### src/rtl/casc_pkg.sv
package casc_pkg;
    localparam int unsigned SAMPLE_W = 16;
    localparam int unsigned SUM_W    = SAMPLE_W + 1;
endpackage

### src/rtl/casc_in_stage.sv
module casc_in_stage #(
    parameter int unsigned W = casc_pkg::SAMPLE_W
) (
    input  logic         clk_i,
    input  logic         rst_ni,
    input  logic [W-1:0] cas_i,
    input  logic         cas_zero_i,
    input  logic [W-1:0] mod_i,
    input  logic         fmt_twos_i,
    output logic [W-1:0] cas_q_o,
    output logic [W-1:0] mod_q_o,
    output logic         twos_q_o
);
    typedef struct packed {
        logic [W-1:0] cas;
        logic [W-1:0] mod;
        logic         twos;
    } in_st_t;

    in_st_t st_d, st_q;

    always_comb begin
        st_d      = st_q;
        st_d.cas  = cas_zero_i ? '0 : cas_i;
        st_d.mod  = mod_i;
        st_d.twos = fmt_twos_i;
    end

    always_ff @(posedge clk_i) begin
        if (!rst_ni) begin
            st_q <= '{cas: '0, mod: '0, twos: 1'b1};
        end else begin
            st_q <= st_d;
        end
    end

    assign cas_q_o  = st_q.cas;
    assign mod_q_o  = st_q.mod;
    assign twos_q_o = st_q.twos;

    AST_ZERO_FORCE: assert property (@(posedge clk_i) disable iff (!rst_ni)
        cas_zero_i |=> (cas_q_o == '0));
endmodule

### src/rtl/casc_sat_add.sv
module casc_sat_add #(
    parameter int unsigned W = casc_pkg::SAMPLE_W
) (
    input  logic [W-1:0] a_i,
    input  logic [W-1:0] b_i,
    output logic [W-1:0] sum_o
);
    localparam int unsigned EW = W + 1;
    localparam logic [W-1:0] MAX_POS = {1'b0, {(W-1){1'b1}}};
    localparam logic [W-1:0] MAX_NEG = {1'b1, {(W-1){1'b0}}};

    logic [EW-1:0] wide;
    logic          ovf;

    always_comb begin
        wide = {a_i[W-1], a_i} + {b_i[W-1], b_i};
        ovf  = wide[EW-1] ^ wide[EW-2];
        if (!ovf) begin
            sum_o = wide[W-1:0];
        end else if (wide[EW-1]) begin
            sum_o = MAX_NEG;
        end else begin
            sum_o = MAX_POS;
        end
    end

    always_comb begin
        AST_SIGN_KEPT: assert (!((a_i[W-1] == b_i[W-1]) && (sum_o[W-1] != a_i[W-1])));
    end
endmodule

### src/rtl/casc_out_fmt.sv
module casc_out_fmt #(
    parameter int unsigned W = casc_pkg::SAMPLE_W
) (
    input  logic         clk_i,
    input  logic         rst_ni,
    input  logic [W-1:0] sat_i,
    input  logic         twos_i,
    output logic [W-1:0] out_q_o
);
    typedef struct packed {
        logic [W-1:0] word;
    } out_st_t;

    out_st_t st_d, st_q;

    always_comb begin
        st_d = st_q;
        if (twos_i) begin
            st_d.word = sat_i;
        end else begin
            st_d.word = {~sat_i[W-1], sat_i[W-2:0]};
        end
    end

    always_ff @(posedge clk_i) begin
        if (!rst_ni) begin
            st_q <= '{word: '0};
        end else begin
            st_q <= st_d;
        end
    end

    assign out_q_o = st_q.word;

    AST_LOW_BITS_KEPT: assert property (@(posedge clk_i) disable iff (!rst_ni)
        1'b1 |=> (out_q_o[W-2:0] == $past(sat_i[W-2:0])));
endmodule

### src/rtl/casc_sum_fmt.sv
module casc_sum_fmt #(
    parameter int unsigned W = casc_pkg::SAMPLE_W
) (
    input  logic         clk_i,
    input  logic         rst_ni,
    input  logic [W-1:0] cas_i,
    input  logic         cas_zero_i,
    input  logic [W-1:0] mod_i,
    input  logic         fmt_twos_i,
    input  logic         oe_ni,
    output logic [W-1:0] data_o,
    output logic         drive_o
);
    logic [W-1:0] cas_q, mod_q, sat_w, out_q;
    logic         twos_q;

    casc_in_stage #(.W(W)) i_in (
        .clk_i      (clk_i),
        .rst_ni     (rst_ni),
        .cas_i      (cas_i),
        .cas_zero_i (cas_zero_i),
        .mod_i      (mod_i),
        .fmt_twos_i (fmt_twos_i),
        .cas_q_o    (cas_q),
        .mod_q_o    (mod_q),
        .twos_q_o   (twos_q)
    );

    casc_sat_add #(.W(W)) i_add (
        .a_i   (cas_q),
        .b_i   (mod_q),
        .sum_o (sat_w)
    );

    casc_out_fmt #(.W(W)) i_fmt (
        .clk_i   (clk_i),
        .rst_ni  (rst_ni),
        .sat_i   (sat_w),
        .twos_i  (twos_q),
        .out_q_o (out_q)
    );

    always_comb begin
        drive_o = !oe_ni;
        data_o  = oe_ni ? '0 : out_q;
    end

    AST_NO_POS_WRAP: assert property (@(posedge clk_i) disable iff (!rst_ni)
        (!cas_q[W-1] && !mod_q[W-1] && twos_q) |=> !out_q[W-1]);
    AST_NO_NEG_WRAP: assert property (@(posedge clk_i) disable iff (!rst_ni)
        (cas_q[W-1] && mod_q[W-1] && twos_q) |=> out_q[W-1]);
    AST_OFFSET_ZERO: assert property (@(posedge clk_i) disable iff (!rst_ni)
        ((cas_q == '0) && (mod_q == '0) && !twos_q) |=> (out_q == {1'b1, {(W-1){1'b0}}}));
    AST_BUS_OFF: assert property (@(posedge clk_i) disable iff (!rst_ni)
        oe_ni |-> (!drive_o && (data_o == '0)));
endmodule

### config.mk
export PLATFORM = sky130hd
export DESIGN_NAME = casc_sum_fmt
export DESIGN_NICKNAME = d
export VERILOG_FILES = /design/src/rtl/casc_pkg.sv /design/src/rtl/casc_in_stage.sv /design/src/rtl/casc_sat_add.sv /design/src/rtl/casc_out_fmt.sv /design/src/rtl/casc_sum_fmt.sv
export SDC_FILE = /design/constraint.sdc
export NUM_CORES = 1
export LEC_CHECK = 0
export BUFFER_PORTS_ARGS = -buffer_cell sky130_fd_sc_hd__buf_4
export CELL_PAD_IN_SITES_DETAIL_PLACEMENT = 0
export CELL_PAD_IN_SITES_GLOBAL_PLACEMENT = 1
export CORE_MARGIN = 4
export CORE_UTILIZATION = 44
export DETAILED_ROUTE_END_ITERATION = 16
export PLACE_DENSITY_LB_ADDON = 0.1
export SYNTH_ARGS = -nofsm -noshare
export SYNTH_HDL_FRONTEND = slang
export SYNTH_SLANG_ARGS = --single-unit
### constraint.sdc
create_clock -name clk_i -period 3.9 [get_ports clk_i]
set_input_delay 0.585 -clock clk_i [delete_from_list [all_inputs] [get_ports clk_i]]
set_output_delay 0.585 -clock clk_i [all_outputs]
set_load 0.01 [all_outputs]
* Word level (Yosys, flattened, before mapping) *
Index checks and enable logic that the tools add are counted.

operators by class
  add/sub/neg operators = 1
  multiplexer cells = 4
  bitwise gates (word level) = 3
  reduce and logical (&&, ||, !) cells = 2

operators with widths
  kind             count
  $mux 16          4
  $add 16x16->17   1
  $not 1->1        2
  $reduce_or 2->1  1
  $logic_not 1->1  1
  $xor 1x1->1      1

storage, ports and cells
  bits in registers = 49
  input port bits = 37
  output and inout port bits = 17
  word-level logic and storage cells = 14

* Depth between registers and ports, before layout *
Gate-level depths: netlist (run 1).

  depth in word-level cells = 5
  depth in mapped cells = 11

* Hierarchy *
From an unflattened synthesis (run 1), not the netlist that was laid out.

second synthesis, totals
  cells, all modules = 244
  area total of the unflattened synthesis = 2448.6 µm²

modules (own cells, without submodules)
  module         instances  cells each  area an instance (µm²)
  casc_sat_add   1          122         930.9
  casc_in_stage  1          70          929.6
  casc_out_fmt   1          34          455.4
  casc_sum_fmt   1          18          132.6

* Least setup slack after synthesis (run 1) *
OpenSTA, ideal clock, no wires.

  path type = register -> register
  start point = reg i_in.st_q (netlist bit i_in.cas_q_o[0])
  end point = reg i_fmt.st_q (netlist bit i_fmt.out_q_o[14])
  setup time = 70 ps
  arrival = 2121 ps
  slack = 1709 ps
  stages on the path, launching flop included = 11
  cells stage by stage = dfxtp_1 -> ha_1 -> inv_1 -> fa_1 -> nor2b_1 -> o2111ai_1 -> a32oi_2 -> a31oi_4 -> mux2i_1 -> nand4bb_1 -> a21boi_1

on the way
  cells in the longest elaborated chain, start to end = 4
  elaborated cells between the ends (all ways) = 5

RTL lines
  item                                    line                                    text
  start, declared                         casc_in_stage.sv:20                     in_st_t st_d, st_q;
  start signal, assigned                  casc_in_stage.sv:31                     st_q <= '{cas: '0, mod: '0, twos: 1'b1};
  start signal, assigned                  casc_in_stage.sv:33                     st_q <= st_d;
  $add 16x16->17 *                        casc_sat_add.sv:16                      wide = {a_i[W-1], a_i} + {b_i[W-1], b_i};
  $mux 16 or $xor 1x1->1 (tied branches)  casc_sat_add.sv:20, casc_sat_add.sv:17
  $mux 16 *                               casc_sat_add.sv:18                      if (!ovf) begin
  $mux 16 *                               casc_out_fmt.sv:18                      if (twos_i) begin
  end signal, assigned                    casc_out_fmt.sv:27                      st_q <= '{word: '0};
  end signal, assigned                    casc_out_fmt.sv:29                      st_q <= st_d;
  end, declared                           casc_out_fmt.sv:14                      out_st_t st_d, st_q;

Every way passes the cells marked *; elsewhere a longest branch is shown, timed or not.
A chain may end at the register's enable or synchronous reset.

* Worst setup path in the final report (run 1) *
  start point = reg i_in.st_q (netlist bit i_in.mod_q_o[0])
  end point = reg i_fmt.st_q (netlist bit i_fmt.out_q_o[11])

Same word-level chain as after synthesis.

==> results of run 1 <==
[metal layers]
metal	vias to the layer above	wire length (µm)	share of wire [%]
li1	1093	-	-
met1	917	2570	51
met2	56	2135	42
met3	6	319	6.3
met4	0	58	1.1
met5	-	0	0
[logic make-up (layout without fill, tap and decap cells)]
kind of cell,after synthesis,count (layout),synth area share [%]
AO/OA/AOI/OAI,75,75,20.73
buffers and inverters,23,71,4.417
XOR/XNOR,8,8,2.719
flip-flops,49,49,38.06
AND/OR/NAND/NOR,115,115,24.71
multiplexers,2,2,0.8252
adder cells (fa/ha/maj),17,17,8.544
[final timing paths]
check	start	to	slack, ns	depth (start not counted)
setup / recovery	i_in.mod_q_o[0]	i_fmt.out_q_o[11]	1.25	10
hold / removal	cas_i[6]	i_in.cas_q_o[6]	0.48	2
setup reg to reg	i_in.mod_q_o[0]	i_fmt.out_q_o[11]	1.25	10
hold reg to reg	i_in.twos_q_o	i_fmt.out_q_o[15]	0.49	2
[cell usage after synthesis (all sizes together) (4+ instances only)]
cell     n  area, µm²
inv     10      37.54
nand2   23      88.84
o21a     7      52.55
a21boi   7      52.55
and2    33      209.0
ha      16      200.2
o21ai    4      20.02
nor2    15      56.30
a21oi   29      145.1
buf      6      48.79
clkbuf   7      27.52
dfxtp   49      980.9
nor2b   20      125.1
xnor2    5      43.79
o31a     5      43.79
nand3    6      30.03
[layout make-up]
class                           instances  area (µm²)
Fill cell                             559        2531
Multi-Input combinational cell        217        1483
Sequential cell                        49       980.9
Timing Repair Buffer                   53       397.9
Tap cell                               72       90.09
Clock buffer                            6       72.57
Inverter                               10       37.54
Clock inverter                          2       15.01
[state kept, by name (all words and copies together), names as in the netlist]
| signal | count |
|---|---|
| i_in.mod_q_o | 16 |
| i_fmt.out_q_o | 16 |
| i_in.twos_q_o | 1 |
| i_in.cas_q_o | 16 |
[through the flow]
step,hold WS [ns],total power [mW]
3_5_place_dp,0.4742,0.7726
6_report,0.4758,1.050
2_1_floorplan,0.4489,0.7037
5_1_grt,0.4669,1.107
3_3_place_gp,0.4724,0.7719
4_1_cts,0.4695,1.061
[power groups by stage]
| stage | sequential [mW] | combinational (mW) | clock, mW |
|---|---|---|---|
| 3_3_place_gp | 0.554 | 0.218 | 0 |
| 4_1_cts | 0.543 | 0.219 | 0.299 |
| 3_5_place_dp | 0.555 | 0.218 | 0 |
| 6_report | 0.543 | 0.218 | 0.289 |
| 2_1_floorplan | 0.552 | 0.151 | 0 |
| 5_1_grt | 0.546 | 0.246 | 0.316 |
[worst max-delay path, cell delays in order, from the launching register on]
cell and delay (ns):
dfxtp_1 0.33, ha_1 0.16, inv_1 0.05, fa_1 0.39, nor2b_1 0.18, o2111ai_1 0.17
a32oi_2 0.33, a31oi_4 0.23, mux2i_1 0.39, nand4_1 0.16, a21boi_1 0.17
==> key figures, run 1 <==
Route
  • Vias: 2072
  • Pre-Repair DR Iteration Count: 4
  • Wirelength per Cell: 12.43 µm
  • DRC: 0
  • Via density: 5.066
  • Routed wire length: 5083 µm
  • DRT antenna net count: 0
  • First DRT Iteration DRCs: 88

Timing
  • Period minus WS final: 2.646 ns
  • Slew margin rel.: 44.49%
  • Period utilization: 67.85%
  • Clock skew: 0.01304 ns
  • Fin. max-slew vios: 0
  • RSZ-0062 raised after global routing: false
  • Measured slew at the worst slew-check pin: 0.8309 ns
  • Fmax: 377.9 MHz
  • Worst setup margin: 1.254 ns
  • Final Hold Vio Count: 0
  • Final setup vio count: 0
  • Final TNS setup: 0 ns

Critical path
  • Worst EP arrival: 2.87 ns
  • Crit path launch type: register
  • CP Max Fanout: 15
  • Critical Setup Path Class: reg -> reg
  • CP endpoint kind: register
  • Crit path required time: 4.12 ns

Synthesis
  • FF+latch count, synth: 49
  • Synth cell types: 56
  • Post-synthesis cell area: 2577 µm²
  • Fraction of the yosys area taken by sequential cells: 38.06%
  • Avg Inst Size Synth: 8.919 µm²
  • Mapped Cells: 289
  • EDFF count, synth: 0
  • Predominant post-synthesis flop cell: dfxtp_1
  • Synth Warn #: 0
  • FFs w/ async S/R, synth: 0%
  • Syn nets: 343

Flow run
  • Max_cap viols: 0

Finish
  • Final std cells w/o fill: 409
  • Most frequent cells in the layout: buf_4 (53), dfxtp_1 (49), and2_1 (32), a21oi_1 (29), nand2_1 (22)
  • Final-stage net count: 390
  • Layout area overhead: 19.37%
  • Fraction of layout cells with a size suffix above 1: 20.18%
  • Final instance area: 3077 µm²
  • Ant diodes: 0
  • Commonest non-fill, non-tap cell in the layout: buf_4
  • Post-Route Utilization: 54.86%

Global routing
  • Initial antenna violation count: 0
  • GR Util met3: 3.533%
  • Met2 GRT Util: 22.56%
  • M1 GR Usage: 20.13%
  • Total global-route track usage: 14.58%
  • First-pass GRT wire length: 8631 µm
  • GRT Max-Usage Layer: met2
  • Vias in the first global route: 1879
  • Gr ovfl total: 0
  • Largest net degree at the start of global routing: 35

Power
  • Sw Share: 26.46%
  • Comb pwr share: 20.8%
  • Leak pwr: 1.364 nW
  • Sequential power share: 51.7%
  • Peak VDD IR: 220.2 µV
  • Clock power share: 27.6%
  • Pwr dens: 341.3 nW/µm²
  • Power Internal: 0.7722 mW
  • Switching Power: 0.2779 mW

Clocking
  • Clock buffer count from CTS: 5
  • Post-CTS Setup Inserts: 0
  • CTS hold repair buffers: 0
  • Clk buf depth: 2
  • Clk sinks: 49
  • CTS tree: yes
  • Clk_lat worst skew: 0.30 ns
  • Root buffer cell: clkbuf_8
  • Post_cts resized: 0
  • H-tree levels: 2
  • Clk slew on worst S/H paths: 0.09 ns

Die
  • Std-Cell Rows: 27
  • Core Area: 5608 µm²
  • Die Ht: 84.54 µm
  • Initial Util: 45.96%
  • Die area: 7146 µm²
  • Top Ports: 54
  • Die X: 84.54 µm

Placed design
  • DP Cell Count: 401
  • Worst slack at placement: 1.273 ns
  • I/O Buffers: 53
  • Dpl hpwl: 3873 µm
  • GPL Wtd Cong: 0.8504
  • Dpl cell area: 2989 µm²

Outcome
  • Status: completed

Min path
  • Hold WC Path Type: in -> reg
(Power assumes the default switching activity.)
==> run 2, diff against run 1 <==
ABC_AREA = 1   (was default)
CORE_UTILIZATION = 35   (was 44)
clock period = 2.4 ns   (was 3.9 ns; I/O delays follow)
==> key figures, run 2 <==
Synthesis
  • Synth area leader: dfxtp_1
  • Most frequent cells after synthesis: nand2_1 (95), inv_1 (78), dfxtp_1 (49)
  • Post-synth top area share: 38.23% (+0.17 points)
  • Synth cell types: 27 (-52%)
  • EDFF count, synth: 0 (unchanged)
  • Mapped Cells: 368 (+27%)
  • Post-synthesis cell area: 2566 µm² (-0.44%)
  • Synth Warn #: 0 (unchanged)
  • Predominant post-synthesis flop cell: dfxtp_1
  • FF+latch count, synth: 49 (unchanged)
  • Avg Inst Size Synth: 6.973 µm² (-22%)
  • Synth area leaders: dfxtp_1 (38%), nand2_1 (14%), inv_1 (11%)
  • Fraction of the yosys area taken by sequential cells: 38.23% (+0.17 points)
  • FFs w/ async S/R, synth: 0% (unchanged)
  • Most frequent cell after synthesis: nand2_1
  • Syn nets: 422 (+23%)

Route
  • Wirelength per Cell: 9.364 µm (-25%)
  • First DRT Iteration DRCs: 41 (-53%)
  • Vias: 2088 (+0.77%)
  • DRT antenna net count: 0 (unchanged)
  • Routed wire length: 4832 µm (-4.9%)
  • Via density: 4.047 (-20%)
  • Pre-Repair DR Iteration Count: 4 (unchanged)
  • DRC: 0 (unchanged)

Placed design
  • Dpl hpwl: 3956 µm (+2.1%)
  • GPL Wtd Cong: 0.7664 (-9.9%)
  • I/O Buffers: 53 (unchanged)
  • Dpl cell area: 3040 µm² (+1.7%)

Clocking
  • Post_cts resized: 0 (unchanged)
  • Root buffer cell: clkbuf_8
  • Clock buffer count from CTS: 5 (unchanged)
  • Clk buf depth: 2 (unchanged)
  • Clk slew on worst S/H paths: 0.08 ns (about the same)
  • Post-CTS Setup Inserts: 0 (unchanged)
  • H-tree levels: 2 (unchanged)
  • CTS hold repair buffers: 0 (unchanged)
  • Clk sinks: 49 (unchanged)
  • CTS tree: yes
  • Clk_lat worst skew: 0.30 ns (about the same)

Critical path
  • Crit path launch type: register
  • Crit path required time: 2.58 ns (-1.54 ns)
  • R2r worst-path depth: 15 (+5)
  • CP endpoint kind: register
  • Worst EP arrival: 2.30 ns (-0.57 ns)
  • Critical Setup Path Class: reg -> reg
  • CP Max Fanout: 14 (-1)

Finish
  • Filler instances: 745 (+33%)
  • Commonest non-fill, non-tap cell in the layout: nand2_1
  • Final-stage net count: 474 (+22%)
  • Final instance area: 3127 µm² (+1.6%)
  • Most frequent cells in the layout: nand2_1 (95), inv_1 (78), buf_4 (54), dfxtp_1 (49), nor2_1 (46)
  • Layout area overhead: 21.84%
  • Fraction of layout cells with a size suffix above 1: 21.43% (+1.3 points)
  • Ant diodes: 0 (unchanged)

Power
  • Leak pwr: 1.803 nW (+32%)
  • Switching Power: 0.4501 mW (+62%)
  • Sequential power share: 52.1% (+0.4 points)
  • Sw Share: 26.55% (+0.086 points)
  • Comb pwr share: 19.5% (-1.3 points)
  • Clock power share: 28.3% (+0.7 points)
  • Peak VDD IR: 212.6 µV (-3.4%)
  • Pwr dens: 542.2 nW/µm² (+59%)
  • Power Internal: 1.245 mW (+61%)

Outcome
  • Status: completed

Global routing
  • Gr ovfl total: 0 (unchanged)
  • Initial antenna violation count: 0 (unchanged)
  • First-pass GRT wire length: 8590 µm (-0.48%)
  • Largest net degree at the start of global routing: 19 (-46%)
  • Vias in the first global route: 1974 (+5.1%)
  • Total global-route track usage: 12.17% (-2.4 points)

Timing
  • RSZ-0062 raised after global routing: false
  • Period minus WS final: 2.121 ns (-0.5253 ns)
  • Period utilization: 88.36% (+21 points)
  • Clock skew: 0.002488 ns (-0.01055 ns)
  • Fin. max-slew vios: 0 (unchanged)
  • Measured slew at the worst slew-check pin: 0.3380 ns (-0.4929 ns)
  • Fmax: 471.5 MHz (+25%)
  • Slew margin rel.: 77.47% (+33 points)
  • Final setup vio count: 0 (unchanged)
  • Final TNS setup: 0 ns (unchanged)
  • Final Hold Vio Count: 0 (unchanged)

Min path
  • Hold WC Path Type: in -> reg
  • Hold Path Cell Cnt: 3 (+1)

Flow run
  • Max_cap viols: 0 (unchanged)

Die
  • Die X: 93.63 µm (+11%)
  • Top Ports: 54 (unchanged)
  • Std-Cell Rows: 30 (+11%)
  • Initial Util: 36.95% (-9.0 points)
  • Die area: 8766 µm² (+23%)
  • Core Area: 6944 µm² (+24%)
  • Die Ht: 93.63 µm (+11%)
run 2: cell count changes in the layout (fill, tap and decap cells not counted), sizes merged, moves of 20 or more:
cell / change
nor2b: -20
nand2: +81
inv: +73
nor2: +32
and2: -31
run 2: per-stage QoR:
| stage | util (%) | hold WS (ns) | setup slack (ns) | instances | power (mW) |
|---|---|---|---|---|---|
| after floorplan | - | 0.4576 | 0.4601 | 368 | 1.129 |
| after global placement | 43.78 | 0.5058 | 0.3283 | 509 | 1.237 |
| after detailed placement | 43.78 | 0.4879 | 0.2593 | 509 | 1.240 |
| after CTS | 45.03 | 0.2288 | 0.2422 | 516 | 1.727 |
| after global routing | 45.03 | 0.2377 | 0.01469 | 516 | 1.805 |
| final | 45.03 | 0.2393 | 0.2793 | 516 | 1.695 |
run 2: area by class of cell:
class                   instances  area [µm²]  area share [%]
multi-input cells             226        1219           38.98
flip-flops and latches         49       980.9           31.37
repair buffers                 54       405.4           12.97
inverters                      84       315.3           10.08
well taps                      96       120.1           3.842
clock buffers                   7       86.33           2.761
run 2: final timing paths:
kind                                          end  slack (ns)             from
worst min-delay path              i_in.mod_q_o[2]        0.24         mod_i[2]
worst max-delay path             i_fmt.out_q_o[3]        0.28  i_in.mod_q_o[0]
worst max register to register   i_fmt.out_q_o[3]        0.28  i_in.mod_q_o[0]
worst min register to register  i_fmt.out_q_o[15]        0.50    i_in.twos_q_o
run 2: layer usage:
| metal | GRT usage (%) | part of all wire (%) | vias up | routed length (µm) |
|---|---|---|---|---|
| met5 | 0 | 0 | - | 0 |
| met4 | 4.332 | 1.6 | 0 | 76 |
| met3 | 2.735 | 5.5 | 6 | 266 |
| met2 | 20.13 | 43 | 41 | 2064 |
| met1 | 15.52 | 50 | 866 | 2425 |
| li1 | - | - | 1175 | - |
run 2: power by group through the flow:
stage | Clock [mW] | Sequential, mW | Combinational (mW)
after CTS | 0.504 | 0.885 | 0.337
after global placement | 0 | 0.903 | 0.333
after detailed placement | 0 | 0.904 | 0.336
after global routing | 0.529 | 0.890 | 0.386
after floorplan | 0 | 0.900 | 0.229
final | 0.481 | 0.884 | 0.331
run 2: kinds of logic (layout without fill, tap and decap cells):
kind of cell	count (synthesis)	after routing	synth area share [%]
AO/OA/AOI/OAI	27	27	7.070
flip-flops	49	49	38.23
AND/OR/NAND/NOR	171	171	28.08
adder cells (fa/ha/maj)	17	17	8.581
buffers and inverters	93	145	14.29
XOR/XNOR	11	11	3.754
run 2: worst max-delay path, stage by stage (launching register included):
cell	delay, ns
dfxtp_1	0.33
ha_1	0.16
inv_1	0.06
fa_1	0.39
inv_1	0.07
nand2_1	0.04
nand2_1	0.08
nand3_1	0.09
nand2_2	0.10
nand2_2	0.06
nand2_1	0.07
nand2_2	0.06
nand2_4	0.08
nor2_4	0.04
inv_2	0.25
a21oi_1	0.12
==> run 3, diff against run 2 <==
CELL_PAD_IN_SITES_DETAIL_PLACEMENT = default   (was 0)
CELL_PAD_IN_SITES_GLOBAL_PLACEMENT = default   (was 1)
CORE_UTILIZATION = 49   (was 35)
PLACE_DENSITY = 0.76   (was default)
PLACE_DENSITY_LB_ADDON = default   (was 0.1)
==> key figures, run 3 (same netlist as run 2, synthesis figures left out) <==
Clocking
  • Clk sinks: 49 (unchanged)
  • Clk slew on worst S/H paths: 0.08 ns (about the same)
  • H-tree levels: 2 (unchanged)
  • Post_cts resized: 0 (unchanged)
  • CTS tree: yes
  • Post-CTS Setup Inserts: 0 (unchanged)
  • Clock buffer count from CTS: 5 (unchanged)
  • Clk_lat worst skew: 0.30 ns (about the same)
  • CTS hold repair buffers: 0 (unchanged)
  • Clk buf depth: 2 (unchanged)
  • Root buffer cell: clkbuf_8

Timing
  • Final TNS setup: 0 ns (unchanged)
  • Measured slew at the worst slew-check pin: 0.3318 ns (-0.006239 ns)
  • Clock skew: 0.003540 ns (+0.001052 ns)
  • RSZ-0062 raised after global routing: false
  • Final Hold Vio Count: 0 (unchanged)
  • Final setup vio count: 0 (unchanged)
  • Fin. max-slew vios: 0 (unchanged)
  • Slew margin rel.: 77.85% (+0.38 points)
  • Period utilization: 88.46% (+0.10 points)
  • Fmax: 471.0 MHz (-0.11%)
  • Period minus WS final: 2.123 ns (+0.002407 ns)

Global routing
  • Initial antenna violation count: 0 (unchanged)
  • Gr ovfl total: 0 (unchanged)
  • Vias in the first global route: 1807 (-8.5%)
  • Total global-route track usage: 14.35% (+2.2 points)
  • Largest net degree at the start of global routing: 18 (-1)
  • First-pass GRT wire length: 7383 µm (-14%)

Critical path
  • Critical Setup Path Class: reg -> reg
  • Crit path launch type: register
  • Worst EP arrival: 2.30 ns (about the same)
  • Critical path's largest stage delay: 0.39 ns (about the same)
  • R2R Setup Slk: 0.28 ns (about the same)
  • Crit path required time: 2.58 ns (about the same)
  • CP Max Fanout: 14 (unchanged)
  • RR Startpoint: i_in.cas_q_o[0]
  • R2r worst-path depth: 15 (unchanged)
  • CP cell instances: ha_1 -> inv_1 -> fa_1 -> inv_1 -> nand2_1 -> nand2_1 -> nand3_1 -> nand2_2 -> nand2_2 -> nand2_1 -> nand2_2 -> nand2_4 -> nor2_4 -> inv_2 -> a21oi_1
  • CP top delay family: simple AND/OR/NAND/NOR gates
  • CP max stage cell: fa_1
  • R2R Path End: i_fmt.out_q_o[2]
  • Buffers and inverters on the worst path: 3 (unchanged)
  • CP endpoint kind: register

Route
  • DRT antenna net count: 0 (unchanged)
  • Pre-Repair DR Iteration Count: 4 (unchanged)
  • Vias: 2094 (+0.29%)
  • Routed wire length: 4208 µm (-13%)
  • First DRT Iteration DRCs: 49 (+20%)
  • Via density: 4.265 (+5.4%)
  • DRC: 0 (unchanged)
  • Wirelength per Cell: 8.570 µm (-8.5%)

Die
  • Die Ht: 80.37 µm (-14%)
  • Std-Cell Rows: 26 (-13%)
  • Initial Util: 50.24% (+13 points)
  • Core Area: 5107 µm² (-26%)
  • Die area: 6459 µm² (-26%)
  • Top Ports: 54 (unchanged)
  • Die X: 80.37 µm (-14%)

Finish
  • Layout area overhead: 21.89% (about the same)
  • Ant diodes: 0 (unchanged)
  • Final-stage net count: 474 (unchanged)
  • Fraction of layout cells with a size suffix above 1: 21.85% (+0.42 points)
  • Commonest non-fill, non-tap cell in the layout: nand2_1
  • Post-Route Utilization: 61.24% (+16 points)
  • Most frequent cells in the layout: nand2_1 (95), inv_1 (78), buf_4 (54), dfxtp_1 (49), nor2_1 (46)
  • Filler instances: 456 (-39%)

Placed design
  • GPL Wtd Cong: 0.8591 (+12%)
  • I/O Buffers: 53 (unchanged)
  • Dpl hpwl: 3454 µm (-13%)

Power
  • Leak pwr: 1.816 nW (+0.73%)
  • Total power: 1.809 mW (+6.7%)
  • Peak VDD IR: 297.0 µV (+40%)
  • Pwr dens: 578.4 nW/µm² (+6.7%)

Min path
  • HP Start: mod_i[5]
  • Hold Path Cell Cnt: 3 (unchanged)
  • Hold endpoint: i_in.mod_q_o[5]
  • Hold WC Path Type: in -> reg

Flow run
  • Max_cap viols: 0 (unchanged)

Outcome
  • Status: completed
==> run 3: worst max-delay path by stage <==
stage | start | end | slack, ns | cells after the start
finish | i_in.cas_q_o[0] | i_fmt.out_q_o[2] | 0.28 | 15
CTS | i_in.mod_q_o[0] | i_fmt.out_q_o[2] | 0.25 | 15
global route | i_in.mod_q_o[0] | i_fmt.out_q_o[2] | 0.07 | 15
floorplan | i_in.cas_q_o[0] | i_fmt.out_q_o[10] | 0.46 | 16
global placement | i_in.cas_q_o[0] | i_fmt.out_q_o[3] | 0.35 | 15
detailed placement | i_in.cas_q_o[0] | i_fmt.out_q_o[2] | 0.26 | 15
==> run 3: per-layer routing <==
metal  GRT usage (%)  vias to the layer above  part of all wire, %
met5               0                        -                    0
met3           3.475                        5                  6.1
met4           4.561                        0                  1.4
met1           18.30                      867                   47
li1                -                     1177                    -
met2           23.76                       45                   45
==> run 3: power by group <==
group          internal, mW  switching, mW
registers             0.869         0.0152
logic                 0.147          0.180
clock network         0.338          0.260
total                  1.35          0.455
==> run 3: cell type report <==
class	count	area [µm²]	share of cell area, %
multi-input cells	226	1219	38.96
flip-flops and latches	49	980.9	31.36
repair buffers	54	405.4	12.96
inverters	84	315.3	10.08
well taps	70	87.58	2.800
clock buffers	6	82.58	2.640
clock inverters	2	37.54	1.200
==> run 3: worst reg2reg max path, delay by kind of cell, from the launching register on <==
| family | cells | cell delay [ns] |
|---|---|---|
| AOI/OAI and AO/OA | 1 | 0.12 |
| DFF | 1 | 0.32 |
| buffers and inverters | 3 | 0.38 |
| and+or+nand+nor | 9 | 0.63 |
| adders and majority gates | 2 | 0.56 |
==> run 3: metrics by stage <==
stage / instance area (µm²) / hold WS (ns) / setup slack, ns / cells
global placement: 3008 / 0.5117 / 0.3526 / 483
floorplan: 2566 / 0.4576 / 0.4601 / 368
finish: 3128 / 0.2333 / 0.2769 / 491
detailed placement: 3008 / 0.5105 / 0.2647 / 483
CTS: 3128 / 0.2286 / 0.2476 / 491
global route: 3128 / 0.2218 / 0.06624 / 491
